`config.mk`:
```
export PLATFORM = sky130hd
export DESIGN_NAME = rtc_alarm_unit
export DESIGN_NICKNAME = d
export VERILOG_FILES = /design/src/rtl/rtc_alm_pkg.sv /design/src/rtl/alm_cal_match.sv /design/src/rtl/alm_tick_timer.sv /design/src/rtl/alm_flag_irq.sv /design/src/rtl/rtc_alarm_unit.sv
export SDC_FILE = /design/constraint.sdc
export NUM_CORES = 1
export LEC_CHECK = 0
export ABC_AREA = 1
export BUFFER_PORTS_ARGS = -buffer_cell sky130_fd_sc_hd__buf_2
export CORE_MARGIN = 2
export CORE_UTILIZATION = 42
export CTS_CLUSTER_DIAMETER = 80
export DETAILED_ROUTE_END_ITERATION = 8
export GPL_ROUTABILITY_DRIVEN = 0
export GPL_TIMING_DRIVEN = 0
export PLACE_DENSITY = 0.9
export REMOVE_ABC_BUFFERS = 1
export SLEW_MARGIN = 10
export SYNTH_ARGS = -nofsm -noshare
export SYNTH_HDL_FRONTEND = slang
export SYNTH_SLANG_ARGS = --single-unit
```
`constraint.sdc`:
```
create_clock -name clk -period 1.65 [get_ports clk]
set_input_delay 0.0825 -clock clk [delete_from_list [all_inputs] [get_ports clk]]
set_output_delay 0.0825 -clock clk [all_outputs]
set_load 0.02 [all_outputs]
```
`src/rtl/rtc_alm_pkg.sv`:
```
package rtc_alm_pkg;

    typedef enum logic [2:0] {
        RES_NONE  = 3'b000,
        RES_HSEC  = 3'b001,
        RES_SEC   = 3'b010,
        RES_MIN   = 3'b011,
        RES_HOUR  = 3'b100,
        RES_DAY   = 3'b101,
        RES_SPARE = 3'b110,
        RES_TEST  = 3'b111
    } tmr_res_e;

    typedef enum logic [1:0] {
        CAL_OFF     = 2'b00,
        CAL_DAILY   = 2'b01,
        CAL_WEEKDAY = 2'b10,
        CAL_DATED   = 2'b11
    } cal_mode_e;

    // Bit order matches the control byte: [7] down to [0]
    typedef struct packed {
        logic      irq_alarm;
        logic      tmr_alarm;
        cal_mode_e cal;
        logic      irq_timer;
        tmr_res_e  res;
    } alm_ctl_t;

    // One BCD count step on a two-digit byte (the caller handles 99)
    function automatic logic [7:0] bcd_step(input logic [7:0] v);
        logic [3:0] hi;
        hi = v[7:4] + 4'd1;
        if (v[3:0] >= 4'd9) return {hi, 4'd0};
        return {v[7:4], v[3:0] + 4'd1};
    endfunction

endpackage

```
`src/rtl/alm_cal_match.sv`:
```
module alm_cal_match
    import rtc_alm_pkg::*;
#(
    parameter int BYTE_W = 8,
    parameter int WDAY_N = 7,
    parameter int DATE_W = 6,
    parameter int MON_W  = 5
) (
    input  cal_mode_e         mode,
    input  logic [BYTE_W-1:0] cnt_hsec,
    input  logic [BYTE_W-1:0] cnt_sec,
    input  logic [BYTE_W-1:0] cnt_min,
    input  logic [BYTE_W-1:0] cnt_hour,
    input  logic [BYTE_W-1:0] cnt_ydate,
    input  logic [BYTE_W-1:0] cnt_wdmon,
    input  logic [BYTE_W-1:0] alm_hsec,
    input  logic [BYTE_W-1:0] alm_sec,
    input  logic [BYTE_W-1:0] alm_min,
    input  logic [BYTE_W-1:0] alm_hour,
    input  logic [BYTE_W-1:0] alm_ydate,
    input  logic [BYTE_W-1:0] alm_wdmon,
    output logic              hit
);
    localparam int WD_W = BYTE_W - MON_W;

    logic [WD_W-1:0]   cur_wday;
    logic [WDAY_N-1:0] wday_sel;
    logic              time_eq, date_eq, mon_eq, wday_ok;
    logic              unused_fields;

    assign cur_wday = cnt_wdmon[BYTE_W-1:MON_W];

    // One mask bit per weekday: fires only for the decoded current day
    for (genvar g = 0; g < WDAY_N; g++) begin : g_wday
        assign wday_sel[g] = (cur_wday == WD_W'(g)) && alm_wdmon[g];
    end

    always_comb begin
        time_eq = (cnt_hsec == alm_hsec) && (cnt_sec == alm_sec) &&
                  (cnt_min == alm_min) && (cnt_hour == alm_hour);
        date_eq = (cnt_ydate[DATE_W-1:0] == alm_ydate[DATE_W-1:0]);
        mon_eq  = (cnt_wdmon[MON_W-1:0] == alm_wdmon[MON_W-1:0]);
        wday_ok = |wday_sel;
        unique case (mode)
            CAL_DAILY:   hit = time_eq;
            CAL_WEEKDAY: hit = time_eq && wday_ok;
            CAL_DATED:   hit = time_eq && date_eq && mon_eq;
            default:     hit = 1'b0;
        endcase
    end

    assign unused_fields = ^{cnt_ydate[BYTE_W-1:DATE_W], alm_ydate[BYTE_W-1:DATE_W],
                             alm_wdmon[BYTE_W-1:WDAY_N]};

endmodule

```
`src/rtl/alm_tick_timer.sv`:
```
module alm_tick_timer
    import rtc_alm_pkg::*;
#(
    parameter int          BYTE_W  = 8,
    parameter logic [7:0]  TOP_BCD = 8'h99
) (
    input  logic              clk,
    input  logic              rst_n,
    input  logic              run,
    input  tmr_res_e          res,
    input  logic              tick_hsec,
    input  logic              tick_sec,
    input  logic              tick_min,
    input  logic              tick_hour,
    input  logic              tick_day,
    input  logic              wr,
    input  logic [BYTE_W-1:0] wdata,
    output logic [BYTE_W-1:0] count,
    output logic              wrap
);
    typedef struct packed {
        logic [BYTE_W-1:0] count;
    } tmr_state_t;

    tmr_state_t st_d, st_q;
    logic       adv;

    always_comb begin
        st_d = st_q;
        wrap = 1'b0;
        unique case (res)
            RES_HSEC: adv = tick_hsec;
            RES_SEC:  adv = tick_sec;
            RES_MIN:  adv = tick_min;
            RES_HOUR: adv = tick_hour;
            RES_DAY:  adv = tick_day;
            RES_TEST: adv = 1'b1;
            default:  adv = 1'b0;
        endcase
        adv = adv && run;
        if (wr) begin
            st_d.count = wdata;
        end else if (adv) begin
            if (st_q.count == BYTE_W'(TOP_BCD)) begin
                st_d.count = '0;
                wrap       = 1'b1;
            end else begin
                st_d.count = bcd_step(st_q.count);
            end
        end
    end

    always_ff @(posedge clk or negedge rst_n) begin
        if (!rst_n) st_q <= '0;
        else        st_q <= st_d;
    end

    assign count = st_q.count;

    assert_wrap_to_zero_R4: assert property (@(posedge clk) disable iff (!rst_n)
        (adv && !wr && st_q.count == BYTE_W'(TOP_BCD)) |=> (st_q.count == '0));

    assert_hold_when_idle_R3: assert property (@(posedge clk) disable iff (!rst_n)
        (!adv && !wr) |=> $stable(st_q.count));

    assert_stopped_when_off_R11: assert property (@(posedge clk) disable iff (!rst_n)
        (!run && !wr) |=> $stable(st_q.count));

endmodule

```
`src/rtl/alm_flag_irq.sv`:
```
module alm_flag_irq
    import rtc_alm_pkg::*;
#(
    parameter int         BYTE_W   = 8,
    parameter logic [7:0] HALF_HS  = 8'h50,
    parameter logic [7:0] HALF_SEC = 8'h30
) (
    input  logic              clk,
    input  logic              rst_n,
    input  logic              alarm_en,
    input  alm_ctl_t          ctl,
    input  logic              tick_hsec,
    input  logic              cal_hit,
    input  logic [BYTE_W-1:0] timer_val,
    input  logic [BYTE_W-1:0] alm_timer,
    input  logic              wrap,
    input  logic [BYTE_W-1:0] cnt_hsec,
    input  logic [BYTE_W-1:0] cnt_sec,
    input  logic              flag_wr,
    input  logic [1:0]        flag_wdata,
    output logic              tflag,
    output logic              aflag,
    output logic              wave_sec,
    output logic              wave_min,
    output logic              irq
);
    typedef struct packed {
        logic tflag;
        logic aflag;
        logic wave_sec;
        logic wave_min;
        logic cal_prev;
        logic tmr_prev;
        logic irq;
    } flg_state_t;

    localparam flg_state_t RST_VAL = '{tflag: 1'b0, aflag: 1'b0, wave_sec: 1'b0,
                                       wave_min: 1'b0, cal_prev: 1'b1, tmr_prev: 1'b1,
                                       irq: 1'b0};

    flg_state_t st_d, st_q;
    logic       cal_now, tmr_eq, set_cal, set_tmr;

    always_comb begin
        st_d    = st_q;
        cal_now = alarm_en && cal_hit;
        tmr_eq  = (timer_val == alm_timer);
        set_tmr = alarm_en && ctl.tmr_alarm && tmr_eq && !st_q.tmr_prev;
        set_cal = 1'b0;
        st_d.tmr_prev = tmr_eq;
        if (tick_hsec) begin
            set_cal        = cal_now && !st_q.cal_prev;
            st_d.cal_prev  = cal_now;
            st_d.wave_sec  = (cnt_hsec >= BYTE_W'(HALF_HS));
            st_d.wave_min  = (cnt_sec >= BYTE_W'(HALF_SEC));
        end
        if (flag_wr) begin
            st_d.tflag = flag_wdata[0];
            st_d.aflag = flag_wdata[1];
        end
        if (alarm_en && wrap)       st_d.tflag = 1'b1;
        if (set_cal || set_tmr)     st_d.aflag = 1'b1;
        if (alarm_en)
            st_d.irq = (st_d.aflag && ctl.irq_alarm) || (st_d.tflag && ctl.irq_timer);
        else
            st_d.irq = st_d.wave_sec;
    end

    always_ff @(posedge clk or negedge rst_n) begin
        if (!rst_n) st_q <= RST_VAL;
        else        st_q <= st_d;
    end

    assign tflag    = st_q.tflag;
    assign aflag    = st_q.aflag;
    assign wave_sec = st_q.wave_sec;
    assign wave_min = st_q.wave_min;
    assign irq      = st_q.irq;

    assert_tflag_sticky_R6: assert property (@(posedge clk) disable iff (!rst_n)
        (st_q.tflag && !flag_wr) |=> st_q.tflag);

    assert_aflag_sticky_R6: assert property (@(posedge clk) disable iff (!rst_n)
        (st_q.aflag && !flag_wr) |=> st_q.aflag);

    assert_irq_masked_R7: assert property (@(posedge clk) disable iff (!rst_n)
        (alarm_en && !ctl.irq_alarm && !ctl.irq_timer) |=> !st_q.irq);

    assert_no_set_when_off_R11: assert property (@(posedge clk) disable iff (!rst_n)
        (!alarm_en && !flag_wr && !st_q.aflag) |=> !st_q.aflag);

endmodule

```
`src/rtl/rtc_alarm_unit.sv`:
```
module rtc_alarm_unit
    import rtc_alm_pkg::*;
#(
    parameter int BYTE_W = 8
) (
    input  logic              clk,
    input  logic              rst_n,
    input  logic              alarm_en,
    input  logic [7:0]        alarm_ctl,
    input  logic              tick_hsec,
    input  logic              tick_sec,
    input  logic              tick_min,
    input  logic              tick_hour,
    input  logic              tick_day,
    input  logic [BYTE_W-1:0] cnt_hsec,
    input  logic [BYTE_W-1:0] cnt_sec,
    input  logic [BYTE_W-1:0] cnt_min,
    input  logic [BYTE_W-1:0] cnt_hour,
    input  logic [BYTE_W-1:0] cnt_ydate,
    input  logic [BYTE_W-1:0] cnt_wdmon,
    input  logic [BYTE_W-1:0] alm_hsec,
    input  logic [BYTE_W-1:0] alm_sec,
    input  logic [BYTE_W-1:0] alm_min,
    input  logic [BYTE_W-1:0] alm_hour,
    input  logic [BYTE_W-1:0] alm_ydate,
    input  logic [BYTE_W-1:0] alm_wdmon,
    input  logic [BYTE_W-1:0] alm_timer,
    input  logic              flag_wr,
    input  logic [1:0]        flag_wdata,
    input  logic              timer_wr,
    input  logic [BYTE_W-1:0] timer_wdata,
    output logic [1:0]        stat_flags,
    output logic [BYTE_W-1:0] timer_val,
    output logic              irq_drive_low
);
    alm_ctl_t ctl;
    logic     cal_hit, wrap, tflag, aflag, wave_sec, wave_min;

    assign ctl = alm_ctl_t'(alarm_ctl);

    alm_cal_match #(.BYTE_W(BYTE_W)) u_match (
        .mode      (ctl.cal),
        .cnt_hsec  (cnt_hsec),
        .cnt_sec   (cnt_sec),
        .cnt_min   (cnt_min),
        .cnt_hour  (cnt_hour),
        .cnt_ydate (cnt_ydate),
        .cnt_wdmon (cnt_wdmon),
        .alm_hsec  (alm_hsec),
        .alm_sec   (alm_sec),
        .alm_min   (alm_min),
        .alm_hour  (alm_hour),
        .alm_ydate (alm_ydate),
        .alm_wdmon (alm_wdmon),
        .hit       (cal_hit)
    );

    alm_tick_timer #(.BYTE_W(BYTE_W)) u_timer (
        .clk       (clk),
        .rst_n     (rst_n),
        .run       (alarm_en),
        .res       (ctl.res),
        .tick_hsec (tick_hsec),
        .tick_sec  (tick_sec),
        .tick_min  (tick_min),
        .tick_hour (tick_hour),
        .tick_day  (tick_day),
        .wr        (timer_wr),
        .wdata     (timer_wdata),
        .count     (timer_val),
        .wrap      (wrap)
    );

    alm_flag_irq #(.BYTE_W(BYTE_W)) u_flags (
        .clk        (clk),
        .rst_n      (rst_n),
        .alarm_en   (alarm_en),
        .ctl        (ctl),
        .tick_hsec  (tick_hsec),
        .cal_hit    (cal_hit),
        .timer_val  (timer_val),
        .alm_timer  (alm_timer),
        .wrap       (wrap),
        .cnt_hsec   (cnt_hsec),
        .cnt_sec    (cnt_sec),
        .flag_wr    (flag_wr),
        .flag_wdata (flag_wdata),
        .tflag      (tflag),
        .aflag      (aflag),
        .wave_sec   (wave_sec),
        .wave_min   (wave_min),
        .irq        (irq_drive_low)
    );

    // Status view: sticky flags when enabled, square waves otherwise
    assign stat_flags = alarm_en ? {aflag, tflag} : {wave_min, wave_sec};

endmodule

```
==> results by group <==
Status
  • Run status: finished clean

Yosys
  • Cells after Synth: between 300 and 400
  • Cell with the most instances after synthesis: nand2_1
  • Top cells by count, synth: 120 x nand2_1, 64 x inv_1, 32 x nor2_1
  • Synth async-reset ratio: 100%
  • Top-area cell type share of the netlist area: 22.8%
  • Seq/Total Area, Yosys: around a fifth
  • Avg Cell Area, Syn: 5.81 um2
  • Dominant synthesized flop cell: dfrtp_1
  • Distinct cells, synth: 39
  • Synthesized area: around 2000 um2
  • Number of synthesized flops with an enable pin: 0
  • Synth Register Bits: 15
  • Cell accounting for the most synthesized area: nand2_1
  • Largest cells by area after synthesis: nand2_1 23%, dfrtp_1 16%, inv_1 12%
  • Yosys warns: 0

Drt
  • WL met1: around 2300 um
  • Wire length on met2: between 3000 and 4000 um
  • Final wirelength: ~5800 um
  • Top Layer Used: met4
  • Via-per-instance ratio: between 4 and 5
  • Met3 WL: between 400 and 500 um
  • Vias: about 2500
  • WL/cell: approximately 11 um
  • Drt pass-1 iters: 4
  • 1st-iter DRT viols: 97
  • Post-route ant nets: 0
  • DRC: 0

Clock tree
  • Worst-skew pair later-pin latency: around 0.25 ns
  • Clk slew on worst S/H paths: approximately 0.060 ns
  • CTS Sinks: 15
  • CTS Buf Count: 3
  • Clock Root Buffer: clkbuf_8
  • TritonCTS clock tree: done
  • CTS H-Tree Depth: 1
  • Max clock buf depth: 2

Flow run
  • Max cap viols: 0

Worst hold path
  • Hold Path Depth: 3
  • Min-Delay Startpoint: timer_wdata[3]
  • Hold path endpoint: u_timer.count[3]
  • Hold WC Path Type: input pin to register

Critical path
  • Crit path cell chain: ha_1 > inv_2 > a31oi_2 > nor2_2 > buf_4 > nor2_4 > o31ai_2
  • Slowest-stage cell, CP: dfrtp_2
  • CP required: ~1.8 ns
  • Worst setup SP type: register
  • R2R setup slack: 0.02 ns
  • Crit end category: register
  • WP buf/inv: 2
  • R2r startpoint: u_timer.count[0]
  • Reg2reg end: u_timer.count[2]
  • Crit path max fanout: 7
  • Worst Setup Path Type: register to register
  • R2r worst-path depth: 7
  • CP Data Arrival Time: about 1.8 ns
  • CP top delay family: flip-flops
  • Crit-path max cell delay: 0.46 ns

Global routing
  • Largest net degree at the start of global routing: 16
  • Initial antenna violation count: 0
  • Vias in the first global route: about 2300
  • Total global routing overflow: 0
  • First-pass GRT wire length: 8920 um
  • All-Layer GR Usage: 20.6%

Floorplan
  • Core area: 4440 um2
  • Die Height: between 70 and 80 um
  • Die area: between 5000 and 6000 um2
  • Die width: between 70 and 80 um
  • I/O pin count: roughly 140
  • Row cnt: 24
  • Initial core utilization: 44.5%

Placed design
  • Hpwl dp: approximately 4800 um
  • Count of input and output buffers: around 140

Layout
  • Layout cells sized above 1: 37.3%
  • # diodes: 0
  • Number of nets in the layout: between 600 and 700
  • P&R area growth vs syn: 42.8%

STA
  • Final setup viols: 0
  • Worst slew margin: 75.9%
  • Fin Clk Skew: 0.00425 ns
  • Fmax: roughly 610 MHz
  • Min cycle time layout: approximately 1.6 ns
  • Tcrit/Tclk final: 98.6%
  • Final hold vios: 0
  • Setup TNS: 0 ns
  • Worst Max-Slew Pin Slew: around 0.36 ns
  • Final hold slack: about 0.037 ns
  • Final slew viol count: 0

Power and ir drop
  • Static Leakage: about 1.7 nW
  • Pwr Density: slightly below 600 nW/um2
  • Worst vdd ir: around 250 uV
[cells in the final DEF (no fill, tap or decap), types with 2 or more instances in the layout]
master    netlist  layout
o211ai_1        2       2
a21oi_1         5       4
mux2i_1         2       2
dfstp_2         2       2
o21a_1          2       2
buf_2           0     137
nand2_2         4       4
nor2_1         32      32
inv_2           8      10
or2_2           2       2
or2_1           4       4
xor2_1         10      10
xnor2_1        12      12
o21ai_0         6       6
buf_4           1       2
o21ai_2         1       2
a21oi_2         3       4
clkbuf_8        0       3
o21ai_1        10       9
nand2_1       120     120
dfrtp_1        13      11
inv_1          64      62
nor2_2          2       2
ha_1            5       5
nand3_1        13      13
dfrtp_2         0       2
[repair_timing]
action	CTS	global route
hold endpoints to repair	13	0
setup buffers	0	2
setup endpoints to repair	1	8
hold buffers	1	0
gates cloned	0	1
pin swaps	0	3
resized for setup	1	7
[how the worst max path moves through the flow]
stage / end / cells after the start / slack, ns / from
final: u_timer.count[2] / 7 / 0.02 / u_timer.count[0]
after global routing: u_timer.count[2] / 7 / -0.04 / u_timer.count[0]
after CTS: u_timer.count[3] / 6 / 0.009 / u_timer.count[0]
after detailed placement: u_timer.count[3] / 7 / 0.02 / u_timer.count[1]
after global placement: u_timer.count[3] / 7 / 0.06 / u_timer.count[1]
after floorplan: u_timer.count[3] / 7 / 0.02 / u_timer.count[1]
[layer usage]
metal  vias up  global-route usage, %
li1       1309                      -
met1      1057                   21.6
met2       103                   42.0
met3         9                   3.45
met4         0                   4.32
met5         -                      0
[sequential cells by signal, indices dropped and copies added, names as in the netlist]
signal            count
u_flags.st_q          2
u_flags.wave_min      1
u_flags.tflag         1
u_flags.wave_sec      1
u_timer.count         8
u_flags.irq           1
u_flags.aflag         1
[worst min-delay path: cells and delay by family]
| family | cells | cell delay (ns) |
|---|---|---|
| AOI/OAI and AO/OA | 1 | 0.06 |
| buffers and inverters | 1 | 0.07 |
| and+or+nand+nor | 1 | 0.04 |
[area by class of cell]
cell class	instances	area, um2
clock buffer	4	45.0
timing repair buffer	140	711
fill	418	1620
inverter	72	270
sequential	15	380
tap	52	65.1
multi-input combinational	252	1350
[power breakdown]
group	internal, mW	leakage [nW]	switching (mW)	total [mW]
registers	0.425	0.170	0.0874	0.513
logic	0.367	1.54	0.453	0.821
clock network	0.172	0.0228	0.137	0.308
total	0.964	1.73	0.678	1.64
[stage by stage]
step	std cells	area (um2)	total power [mW]	util (%)	worst slack, ns
2_1_floorplan	338	1970	0.965	-	0.0154
3_3_place_gp	527	2720	1.26	61.1	0.0592
3_5_place_dp	527	2720	1.29	61.1	0.0176
4_1_cts	532	2770	1.60	62.4	0.00943
5_1_grt	535	2820	1.76	63.5	-0.0387
6_report	535	2820	1.64	63.5	0.0224
[cells by family (layout without fill, tap and decap cells)]
| kind of cell | Yosys count | after routing | synth area share [%] |
|---|---|---|---|
| and+or+nand+nor | 186 | 187 | 40.6 |
| buffers and inverters | 74 | 216 | 14.2 |
| AOI/OAI and AO/OA | 35 | 35 | 11.3 |
| xor gates and xnor gates | 23 | 23 | 10.6 |
| DFF | 15 | 15 | 19.1 |
| adders and majority gates | 5 | 5 | 3.16 |
| muxes | 2 | 2 | 1.01 |
(Power assumes the default switching activity.)
